==> src/rtl/intc_pkg.sv <==
package intc_pkg;
  localparam int unsigned WORD_W      = 32;
  localparam int unsigned NUM_ARRAYS  = 4;
  localparam int unsigned SUM_O0_BASE = 8;

  typedef enum logic [1:0] {
    ARR_TYPE  = 2'd0,
    ARR_POL   = 2'd1,
    ARR_ROUTE = 2'd2,
    ARR_EN    = 2'd3
  } cfg_arr_e;

  function automatic logic [WORD_W-1:0] impl_mask(input int unsigned nsrc, input int unsigned grp);
    int unsigned nb;
    logic [WORD_W-1:0] m;
    nb = (nsrc > grp * WORD_W) ? nsrc - grp * WORD_W : 0;
    if (nb >= WORD_W) nb = WORD_W;
    m = '0;
    for (int unsigned i = 0; i < WORD_W; i++) m[i] = (i < nb);
    return m;
  endfunction
endpackage

==> src/rtl/intc_sync.sv <==
module intc_sync #(
  parameter int unsigned WIDTH = 8
) (
  input  logic             clk,
  input  logic             rst,
  input  logic [WIDTH-1:0] d_i,
  output logic [WIDTH-1:0] q_o
);
  logic [WIDTH-1:0] meta_q;
  always_ff @(posedge clk) begin
    if (rst) begin
      meta_q <= '0;
      q_o    <= '0;
    end else begin
      meta_q <= d_i;
      q_o    <= meta_q;
    end
  end
endmodule

==> src/rtl/intc_group.sv <==
module intc_group
  import intc_pkg::*;
#(
  parameter logic [WORD_W-1:0] IMPL = '1
) (
  input  logic              clk,
  input  logic              rst,
  input  logic [WORD_W-1:0] lvl_i,
  input  logic [WORD_W-1:0] wdata_i,
  input  logic              we_type_i,
  input  logic              we_pol_i,
  input  logic              we_route_i,
  input  logic              we_en_i,
  input  logic              we_clr_i,
  output logic [WORD_W-1:0] type_o,
  output logic [WORD_W-1:0] pol_o,
  output logic [WORD_W-1:0] route_o,
  output logic [WORD_W-1:0] en_o,
  output logic [WORD_W-1:0] masked0_o,
  output logic [WORD_W-1:0] masked1_o
);
  logic [WORD_W-1:0] type_q, pol_q, route_q, en_q, pend_q, prev_q;
  logic [WORD_W-1:0] qual_w, edge_w, clr_w, status_w, masked_w;

  assign qual_w   = (lvl_i ^ pol_q) & IMPL;
  assign edge_w   = qual_w & ~prev_q;
  assign clr_w    = we_clr_i ? wdata_i : '0;
  assign status_w = (type_q & pend_q) | (~type_q & qual_w);
  assign masked_w = status_w & en_q;

  always_ff @(posedge clk) begin
    if (rst) begin
      type_q  <= '0;
      pol_q   <= '0;
      route_q <= '0;
      en_q    <= '0;
      pend_q  <= '0;
      prev_q  <= '0;
    end else begin
      if (we_type_i)  type_q  <= wdata_i & IMPL;
      if (we_pol_i)   pol_q   <= wdata_i & IMPL;
      if (we_route_i) route_q <= wdata_i & IMPL;
      if (we_en_i)    en_q    <= wdata_i & IMPL;
      prev_q <= qual_w;
      pend_q <= type_q & (edge_w | (pend_q & ~clr_w)) & IMPL;
    end
  end

  assign type_o    = type_q;
  assign pol_o     = pol_q;
  assign route_o   = route_q;
  assign en_o      = en_q;
  assign masked0_o = masked_w & route_q;
  assign masked1_o = masked_w & ~route_q;

  AST_PEND_HELD: assert property (@(posedge clk) disable iff (rst)
    1'b1 |=> ((pend_q & $past(pend_q & type_q & ~clr_w)) == $past(pend_q & type_q & ~clr_w)));
  AST_EDGE_BEATS_CLR: assert property (@(posedge clk) disable iff (rst)
    (|(edge_w & type_q & clr_w)) |=> ((pend_q & $past(edge_w & type_q)) == $past(edge_w & type_q)));
  AST_LEVEL_NO_LATCH: assert property (@(posedge clk) disable iff (rst)
    1'b1 |=> ((pend_q & ~$past(type_q)) == '0));
  AST_SINGLE_OUTPUT: assert property (@(posedge clk) disable iff (rst)
    (masked0_o & masked1_o) == '0);
endmodule

==> src/rtl/intc_dual_top.sv <==
module intc_dual_top
  import intc_pkg::*;
#(
  parameter int unsigned NUM_SRC = 224,
  parameter int unsigned ADDR_W  = $clog2(NUM_ARRAYS * ((NUM_SRC + WORD_W - 1) / WORD_W) + 1)
) (
  input  logic               clk,
  input  logic               rst,
  input  logic [NUM_SRC-1:0] irq_in,
  input  logic               reg_region,
  input  logic [ADDR_W-1:0]  reg_addr,
  input  logic               reg_we,
  input  logic [WORD_W-1:0]  reg_wdata,
  output logic [WORD_W-1:0]  reg_rdata,
  output logic               irq_out0,
  output logic               irq_out1
);
  localparam int unsigned NGRP     = (NUM_SRC + WORD_W - 1) / WORD_W;
  localparam int unsigned PAD_W    = NGRP * WORD_W;
  localparam logic [ADDR_W-1:0] SUM_ADDR = '1;

  logic [NUM_SRC-1:0] sync_w;
  logic [PAD_W-1:0]   lvl_pad;
  logic [WORD_W-1:0]  type_w [NGRP];
  logic [WORD_W-1:0]  pol_w  [NGRP];
  logic [WORD_W-1:0]  route_w[NGRP];
  logic [WORD_W-1:0]  en_w   [NGRP];
  logic [WORD_W-1:0]  m0_w   [NGRP];
  logic [WORD_W-1:0]  m1_w   [NGRP];
  logic [NGRP-1:0]    grp0_w, grp1_w;
  logic [WORD_W-1:0]  summary_w, rd_nxt;
  int unsigned        addr_i;

  intc_sync #(.WIDTH(NUM_SRC)) u_sync (
    .clk(clk), .rst(rst), .d_i(irq_in), .q_o(sync_w)
  );

  always_comb begin
    lvl_pad = '0;
    lvl_pad[NUM_SRC-1:0] = sync_w;
  end

  assign addr_i = int'(reg_addr);

  for (genvar g = 0; g < NGRP; g++) begin : g_grp
    localparam logic [WORD_W-1:0] GMASK = impl_mask(NUM_SRC, g);
    logic wt, wp, wr, wen, wc;
    assign wt  = reg_we && !reg_region && (addr_i == int'(ARR_TYPE)  * NGRP + g);
    assign wp  = reg_we && !reg_region && (addr_i == int'(ARR_POL)   * NGRP + g);
    assign wr  = reg_we && !reg_region && (addr_i == int'(ARR_ROUTE) * NGRP + g);
    assign wen = reg_we && !reg_region && (addr_i == int'(ARR_EN)    * NGRP + g);
    assign wc  = reg_we &&  reg_region && (addr_i == g);

    intc_group #(.IMPL(GMASK)) u_grp (
      .clk(clk), .rst(rst),
      .lvl_i(lvl_pad[g*WORD_W +: WORD_W]),
      .wdata_i(reg_wdata),
      .we_type_i(wt), .we_pol_i(wp), .we_route_i(wr), .we_en_i(wen), .we_clr_i(wc),
      .type_o(type_w[g]), .pol_o(pol_w[g]), .route_o(route_w[g]), .en_o(en_w[g]),
      .masked0_o(m0_w[g]), .masked1_o(m1_w[g])
    );
    assign grp0_w[g] = |m0_w[g];
    assign grp1_w[g] = |m1_w[g];
  end

  always_comb begin
    summary_w = '0;
    summary_w[NGRP-1:0] = grp1_w;
    summary_w[SUM_O0_BASE +: NGRP] = grp0_w;
  end

  always_comb begin
    rd_nxt = '0;
    for (int g = 0; g < NGRP; g++) begin
      if (!reg_region) begin
        if (addr_i == int'(ARR_TYPE)  * NGRP + g) rd_nxt = type_w[g];
        if (addr_i == int'(ARR_POL)   * NGRP + g) rd_nxt = pol_w[g];
        if (addr_i == int'(ARR_ROUTE) * NGRP + g) rd_nxt = route_w[g];
        if (addr_i == int'(ARR_EN)    * NGRP + g) rd_nxt = en_w[g];
      end else begin
        if (addr_i == NGRP + g)     rd_nxt = m1_w[g];
        if (addr_i == 2 * NGRP + g) rd_nxt = m0_w[g];
      end
    end
    if (reg_region && reg_addr == SUM_ADDR) rd_nxt = summary_w;
  end

  always_ff @(posedge clk) begin
    if (rst) begin
      reg_rdata <= '0;
      irq_out0  <= 1'b0;
      irq_out1  <= 1'b0;
    end else begin
      reg_rdata <= rd_nxt;
      irq_out0  <= |grp0_w;
      irq_out1  <= |grp1_w;
    end
  end

  AST_OUT0_FOLLOWS: assert property (@(posedge clk) disable iff (rst)
    1'b1 |=> (irq_out0 == $past(|grp0_w)));
  AST_OUT1_FOLLOWS: assert property (@(posedge clk) disable iff (rst)
    1'b1 |=> (irq_out1 == $past(|grp1_w)));
  AST_SUMMARY_RSVD: assert property (@(posedge clk) disable iff (rst)
    (reg_region && reg_addr == SUM_ADDR) |=>
      (reg_rdata[WORD_W-1:SUM_O0_BASE+NGRP] == '0 && reg_rdata[SUM_O0_BASE-1:NGRP] == '0));
endmodule

==> config.mk <==
export PLATFORM = sky130hd
export DESIGN_NAME = intc_dual_top
export DESIGN_NICKNAME = d
export VERILOG_FILES = /design/src/rtl/intc_pkg.sv /design/src/rtl/intc_sync.sv /design/src/rtl/intc_group.sv /design/src/rtl/intc_dual_top.sv
export SDC_FILE = /design/constraint.sdc
export NUM_CORES = 2
export LEC_CHECK = 0
export BUFFER_PORTS_ARGS = -buffer_cell sky130_fd_sc_hd__buf_2
export CAP_MARGIN = 25
export CORE_MARGIN = 4
export CORE_UTILIZATION = 30
export CTS_BUF_LIST = sky130_fd_sc_hd__clkbuf_8
export CTS_CLUSTER_SIZE = 14
export DETAILED_ROUTE_END_ITERATION = 16
export SYNTH_ARGS = -nofsm -noshare
export SYNTH_HDL_FRONTEND = slang
export SYNTH_HIERARCHICAL = 1
export SYNTH_SLANG_ARGS = --single-unit
==> constraint.sdc <==
create_clock -name clk -period 2.3 [get_ports clk]
set_input_delay 0 -clock clk [delete_from_list [all_inputs] [get_ports clk]]
set_output_delay 0 -clock clk [all_outputs]
set_load 0.01 [all_outputs]
== Word-level counts from Yosys, hierarchy flattened ==
Cells that the tools add are included.

* Multiplexer cells: 57
* Eq/ne operators: 28
* Reduce and logical (&&, ||, !) cells: 57
* Bitwise gates (word level): 105

{| class="wikitable"
|+ Operator list
! kind !! count
|-
| AND 32 bit || 56
|-
| 2-to-1 mux 32 bit || 56
|-
| NOT 32 bit || 28
|-
| OR 32 bit || 14
|-
| OR reduction 224 bit || 2
|-
| OR reduction 32 bit || 14
|-
| XOR 32 bit || 7
|-
| equality test 5 bit, second input constant || 13
|-
| equality test 5 x 4 -> 1 bit, second input constant || 8
|-
| logical AND 1 bit || 38
|-
| logical NOT 32 bit || 1
|-
| equality test 5 x 3 -> 1 bit, second input constant || 4
|-
| 2-to-1 mux 15 bit || 1
|-
| equality test 5 x 2 -> 1 bit, second input constant || 2
|-
| equality test 5 x 1 -> 1 bit, second input constant || 1
|-
| OR reduction 2 bit || 1
|-
| logical NOT 1 bit || 1
|}

* Output and inout port bits: 34
* Register bits after elaboration: 1826
* Input bits: 265
* Logic and storage cells: 295

== Logic depth before layout (Yosys ltp) ==
* Depth in word-level cells: 39
* Gate-level depth with buffers: 12
* Mapped depth without buffers: 10

== Cells and area by module ==
The synthesis kept the hierarchy.

{| class="wikitable"
|+ By module, submodules not included
! module !! area an instance (um^2) !! cells an instance !! instances
|-
| intc_group || 8234.1 || 844 || 7
|-
| intc_dual_top || 14790.4 || 2295 || 1
|-
| intc_sync || 12776.0 || 946 || 1
|}

== Worst setup path after synthesis ==
Ideal clock, no wire load.

* Path kind: register -> register
* Start: reg g_grp[1].u_grp.pol_q[18]
* End: reg reg_rdata[18]
* Arrival: 2.184 ns
* Data required time: 2.175 ns
* Period minus slack after synthesis: 2.309 ns
* Path slack: -0.009 ns
* Path buffers: 0
* Stages on the path, launching flop included: 11
* Cells stage by stage: dfxtp_1 > xnor2_1 > a211oi_1 > and3_1 > a32o_1 > a221o_1 > a221o_1 > o21ai_2 > nor2_1 > a2111oi_4 > nor4_2

{| class="wikitable"
|+ RTL lines
! element !! RTL line !! RTL
|-
| from (decl) || intc_group.sv:22 || <nowiki>logic [WORD_W-1:0] type_q, pol_q, route_q, en_q, pend_q, prev_q;</nowiki>
|-
| from (signal assigned) || intc_group.sv:41 || <nowiki>if (we_pol_i) pol_q <= wdata_i & IMPL;</nowiki>
|-
| to (signal assigned) || intc_dual_top.sv:94 || <nowiki>reg_rdata <= rd_nxt;</nowiki>
|-
| to (decl) || intc_dual_top.sv:14 || <nowiki>output logic [WORD_W-1:0] reg_rdata,</nowiki>
|}

==> flow_metrics.env <==
export IMPL_synth_top_cell_by_area="dfxtp_1"
export IMPL_crit_top_cell="a221o_1"
export IMPL_violations="negative setup slack"
export IMPL_synth_async_sr_flop_share_pct=0
export IMPL_period_share_pct=115
export IMPL_power_density_nw_per_um2=571
export IMPL_grt_pass1_vias=82000
export IMPL_clockBufferDepth=4
export IMPL_synthTopCellsByArea="dfxtp_1 (43%), mux2i_1 (11%), nor2_1 (5.8%)"
export IMPL_drive_above_1_share_pct=34.9
export IMPL_nets=12500
export IMPL_setup_ws_ns=-0.349
export IMPL_min_from="reg_wdata[15]"
export IMPL_grt_max_degree=185
export IMPL_grt_usage_pct=25.1
export IMPL_cp_slowest_cell="a2111oi_4"
export IMPL_clock_latency_ns=1.09
export IMPL_status="complete, but fails checks"
export IMPL_ys_warn_count=6
export IMPL_die_w_um=541
export IMPL_area_growth_pct=49.3
export IMPL_crit_chain="xnor2_4 > buf_4 > a2111oi_2 > a32o_1 > a221o_1 > a221o_1 > o21ai_2 > nor2_2 > a2111oi_4 > nor4_2"
export IMPL_h_tree_depth=5
export IMPL_dp_cells=14800
export IMPL_cts_buffers=332
export IMPL_ys_ff_latch=1826
export IMPL_die_h_um=541
export IMPL_reg2reg_to="reg_rdata[18]"
export IMPL_crit_required_ns=3.22
export IMPL_dpl_hpwl_um=275000
export IMPL_clk_pin_slew_ns=0.06
export IMPL_drt_iter0_drc=9447
export IMPL_min_path_cells=5
export IMPL_cpPeakStageDelay_ns=0.53
export IMPL_firstDrtPassIters=9
export IMPL_slew_headroom_pct=27.1
export IMPL_crit_arrival_ns=3.57
export IMPL_layout_min_cycle_time_ns=2.65
export IMPL_min_to="g_grp[6].u_grp/pol_o[15]"
export IMPL_setup_viol=16
export IMPL_reg2reg_from="u_sync/q_o[50]"
export IMPL_end_kind="flop"
export IMPL_initial_core_util_pct=30.2
export IMPL_cp_start_kind="flop"
export IMPL_core_area_um2=283000
export IMPL_wl_per_cell_um=23.9
export IMPL_slew_violations=0
export IMPL_ys_flop_type="dfxtp_1"
export IMPL_hold_viol=0
export IMPL_hold_class="in -> reg"
export IMPL_nFillCells=26900
export IMPL_synthCells=9149
export IMPL_syn_num_nets=9414
export IMPL_synth_edff_count=0
export IMPL_place_ws_ns=-0.814
export IMPL_tightest_slew_ns=1.09
export IMPL_yosysTopAreaCellShare_pct=42.9
export IMPL_antenna_found_initial=25
export IMPL_reg2regPathDepth=10
export IMPL_wirelength_um=388000
export IMPL_crit_buf_inv=1
export IMPL_grt_first_pass_wirelength_um=555000
export IMPL_via_per_inst=5.33
export IMPL_grt_overflow=0
export IMPL_rsz0062_at_grt="true"
export IMPL_critical_path_class="reg -> reg"
export IMPL_clkSinkCount=1826
export IMPL_clock_fmax_ghz=0.377
export IMPL_synthMostInstantiatedCell="dfxtp_1"
export IMPL_crit_cells=10
export IMPL_portBuffers=298
export IMPL_gp_congestion=1.00
export IMPL_yosysSeqAreaShare_pct=42.9
export IMPL_num_vias=86300
export IMPL_p_leak_nw=47.1
export IMPL_num_rows=195
export IMPL_crit_family="compound AO/OA/AOI/OAI gates"
export IMPL_r2r_slack_ns=-0.35
export IMPL_crit_fanout=3
export IMPL_dieArea_um2=293000
export IMPL_vdd_drop_max_mv=0.376
export IMPL_ios=299
export IMPL_cts_root_buffer="clkbuf_8"
export IMPL_worst_clock_skew_ns=0.0879
export IMPL_ant_nets=0
export IMPL_synthesis_area_um2=85200
export IMPL_ys_top_cells_by_count="dfxtp_1 (1826), nor2_1 (1321), mux2i_1 (896)"
export IMPL_drv_cap=0
export IMPL_finalNonFillerCells=16200
export IMPL_synth_distinct_cells=90
export IMPL_tritoncts="done"
export IMPL_syn_area_per_cell_um2=9.31
export IMPL_drcViolationCount=0
## timing repair
action,in CTS,in global routing
resized for setup,583,557
setup buffers,36,47
hold buffers,702,0
endpoints found under the setup margin,34,168
pin swaps,140,210
endpoints found under the hold margin,1803,0
## how the worst max path moves through the flow
stage                              start                        end
after floorplan               reg_region  g_grp[1].u_grp/type_o[10]
after global placement       reg_addr[1]              reg_rdata[23]
after detailed placement     reg_addr[1]              reg_rdata[30]
after CTS                 u_sync/q_o[50]              reg_rdata[18]
after global routing      u_sync/q_o[50]              reg_rdata[18]
final                     u_sync/q_o[50]              reg_rdata[18]
## area by class of cell
type | count | area [µm²] | share of cell area (%)
clock inverter | 171 | 1130 | 0.890
timing repair buffer | 3311 | 28400 | 22.3
inverter | 457 | 1720 | 1.35
clock buffer | 415 | 5710 | 4.49
antenna | 20 | 50.0 | 0.0393
tap | 3743 | 4680 | 3.68
sequential | 1826 | 36700 | 28.9
multi-input combinational | 6261 | 48800 | 38.4
## kinds of logic (layout without fill, tap and decap cells)
family,count (synthesis),in the layout,share of synthesized area [%]
AND/OR/NAND/NOR,2949,2949,17.9
flip-flops,1826,1826,42.9
multiplexers,897,897,10.5
AO/OA/AOI/OAI,2191,2191,20.1
other,0,20,0
buffers and inverters,1062,4354,6.26
XOR/XNOR,224,224,2.30
## report_power, final
part | total, W | internal, W | switching (W) | leakage (nW)
combinational | 0.00757 | 0.00334 | 0.00423 | 28.3
clock | 0.0324 | 0.0173 | 0.0151 | 3.91
sequential | 0.0327 | 0.0322 | 0.000500 | 14.9
total | 0.0727 | 0.0529 | 0.0198 | 47.1
## registers in the layout, summed over array words and instances (netlist names), 32 cells and up
| signal | count |
|---|---|
| g_grp.u_grp/pol_o | 224 |
| g_grp.u_grp/pend_q | 224 |
| g_grp.u_grp/route_o | 224 |
| g_grp.u_grp/en_o | 224 |
| u_sync/q_o | 224 |
| u_sync/meta_q | 224 |
| g_grp.u_grp/type_o | 224 |
| reg_rdata | 32 |
| g_grp.u_grp/prev_q | 224 |
## metrics by stage
stage	hold slack, ns	setup TNS (ns)	power (W)	util [%]	area [µm²]
2_1_floorplan	0.0724	0	0.0357	-	85200
4_1_cts	0.00356	-14.56	0.0729	43.9	124000
3_3_place_gp	0.211	-27.63	0.0393	38.0	107000
6_report	0.0634	-1.79	0.0727	45.0	127000
3_5_place_dp	0.212	-46.44	0.0394	38.0	107000
5_1_grt	0.0623	-2.73	0.0750	45.0	127000
## routing by layer
layer / global-route usage, % / vias up / share of wire (%)
met4: 15.3 / 2 / 6.9
met5: 0 / - / 0.0018
met3: 4.94 / 950 / 9.6
met2: 36.3 / 4466 / 41
met1: 34.3 / 41700 / 42
li1: - / 39300 / -
## cells in the final DEF (no fill, tap or decap), types with 41 or more instances in the layout
master / n
buf_2: 295
or3b_1: 197
a211oi_1: 185
a211oi_2: 57
nor2_4: 45
a221o_1: 60
a221oi_1: 90
a22oi_1: 165
o221ai_1: 51
a2111oi_0: 57
buf_4: 2084
a2111oi_4: 51
a21oi_1: 128
nor4_1: 70
mux2i_1: 896
xnor2_1: 88
nor2_1: 1270
nand4_1: 41
nor2b_1: 448
clkbuf_8: 415
o22ai_1: 133
o32ai_1: 227
buf_12: 191
nor2b_2: 214
dfxtp_2: 94
dlygate4sd3_1: 700
inv_1: 555
nand2_1: 401
a22o_1: 51
a2111oi_1: 42
o21ai_0: 173
dfxtp_1: 1715
a21bo_2: 224
a2111oi_2: 77
xnor2_2: 98
## worst register-to-register path, cell delays in order, from the launching register on
cell and delay, ns:
dfxtp_2 0.34, xnor2_4 0.21, buf_4 0.15, a2111oi_2 0.09, a32o_1 0.26, a221o_1 0.34
a221o_1 0.31, o21ai_2 0.17, nor2_2 0.08, a2111oi_4 0.53, nor4_2 0.07
Note: power is estimated with default switching activity, not from simulation.
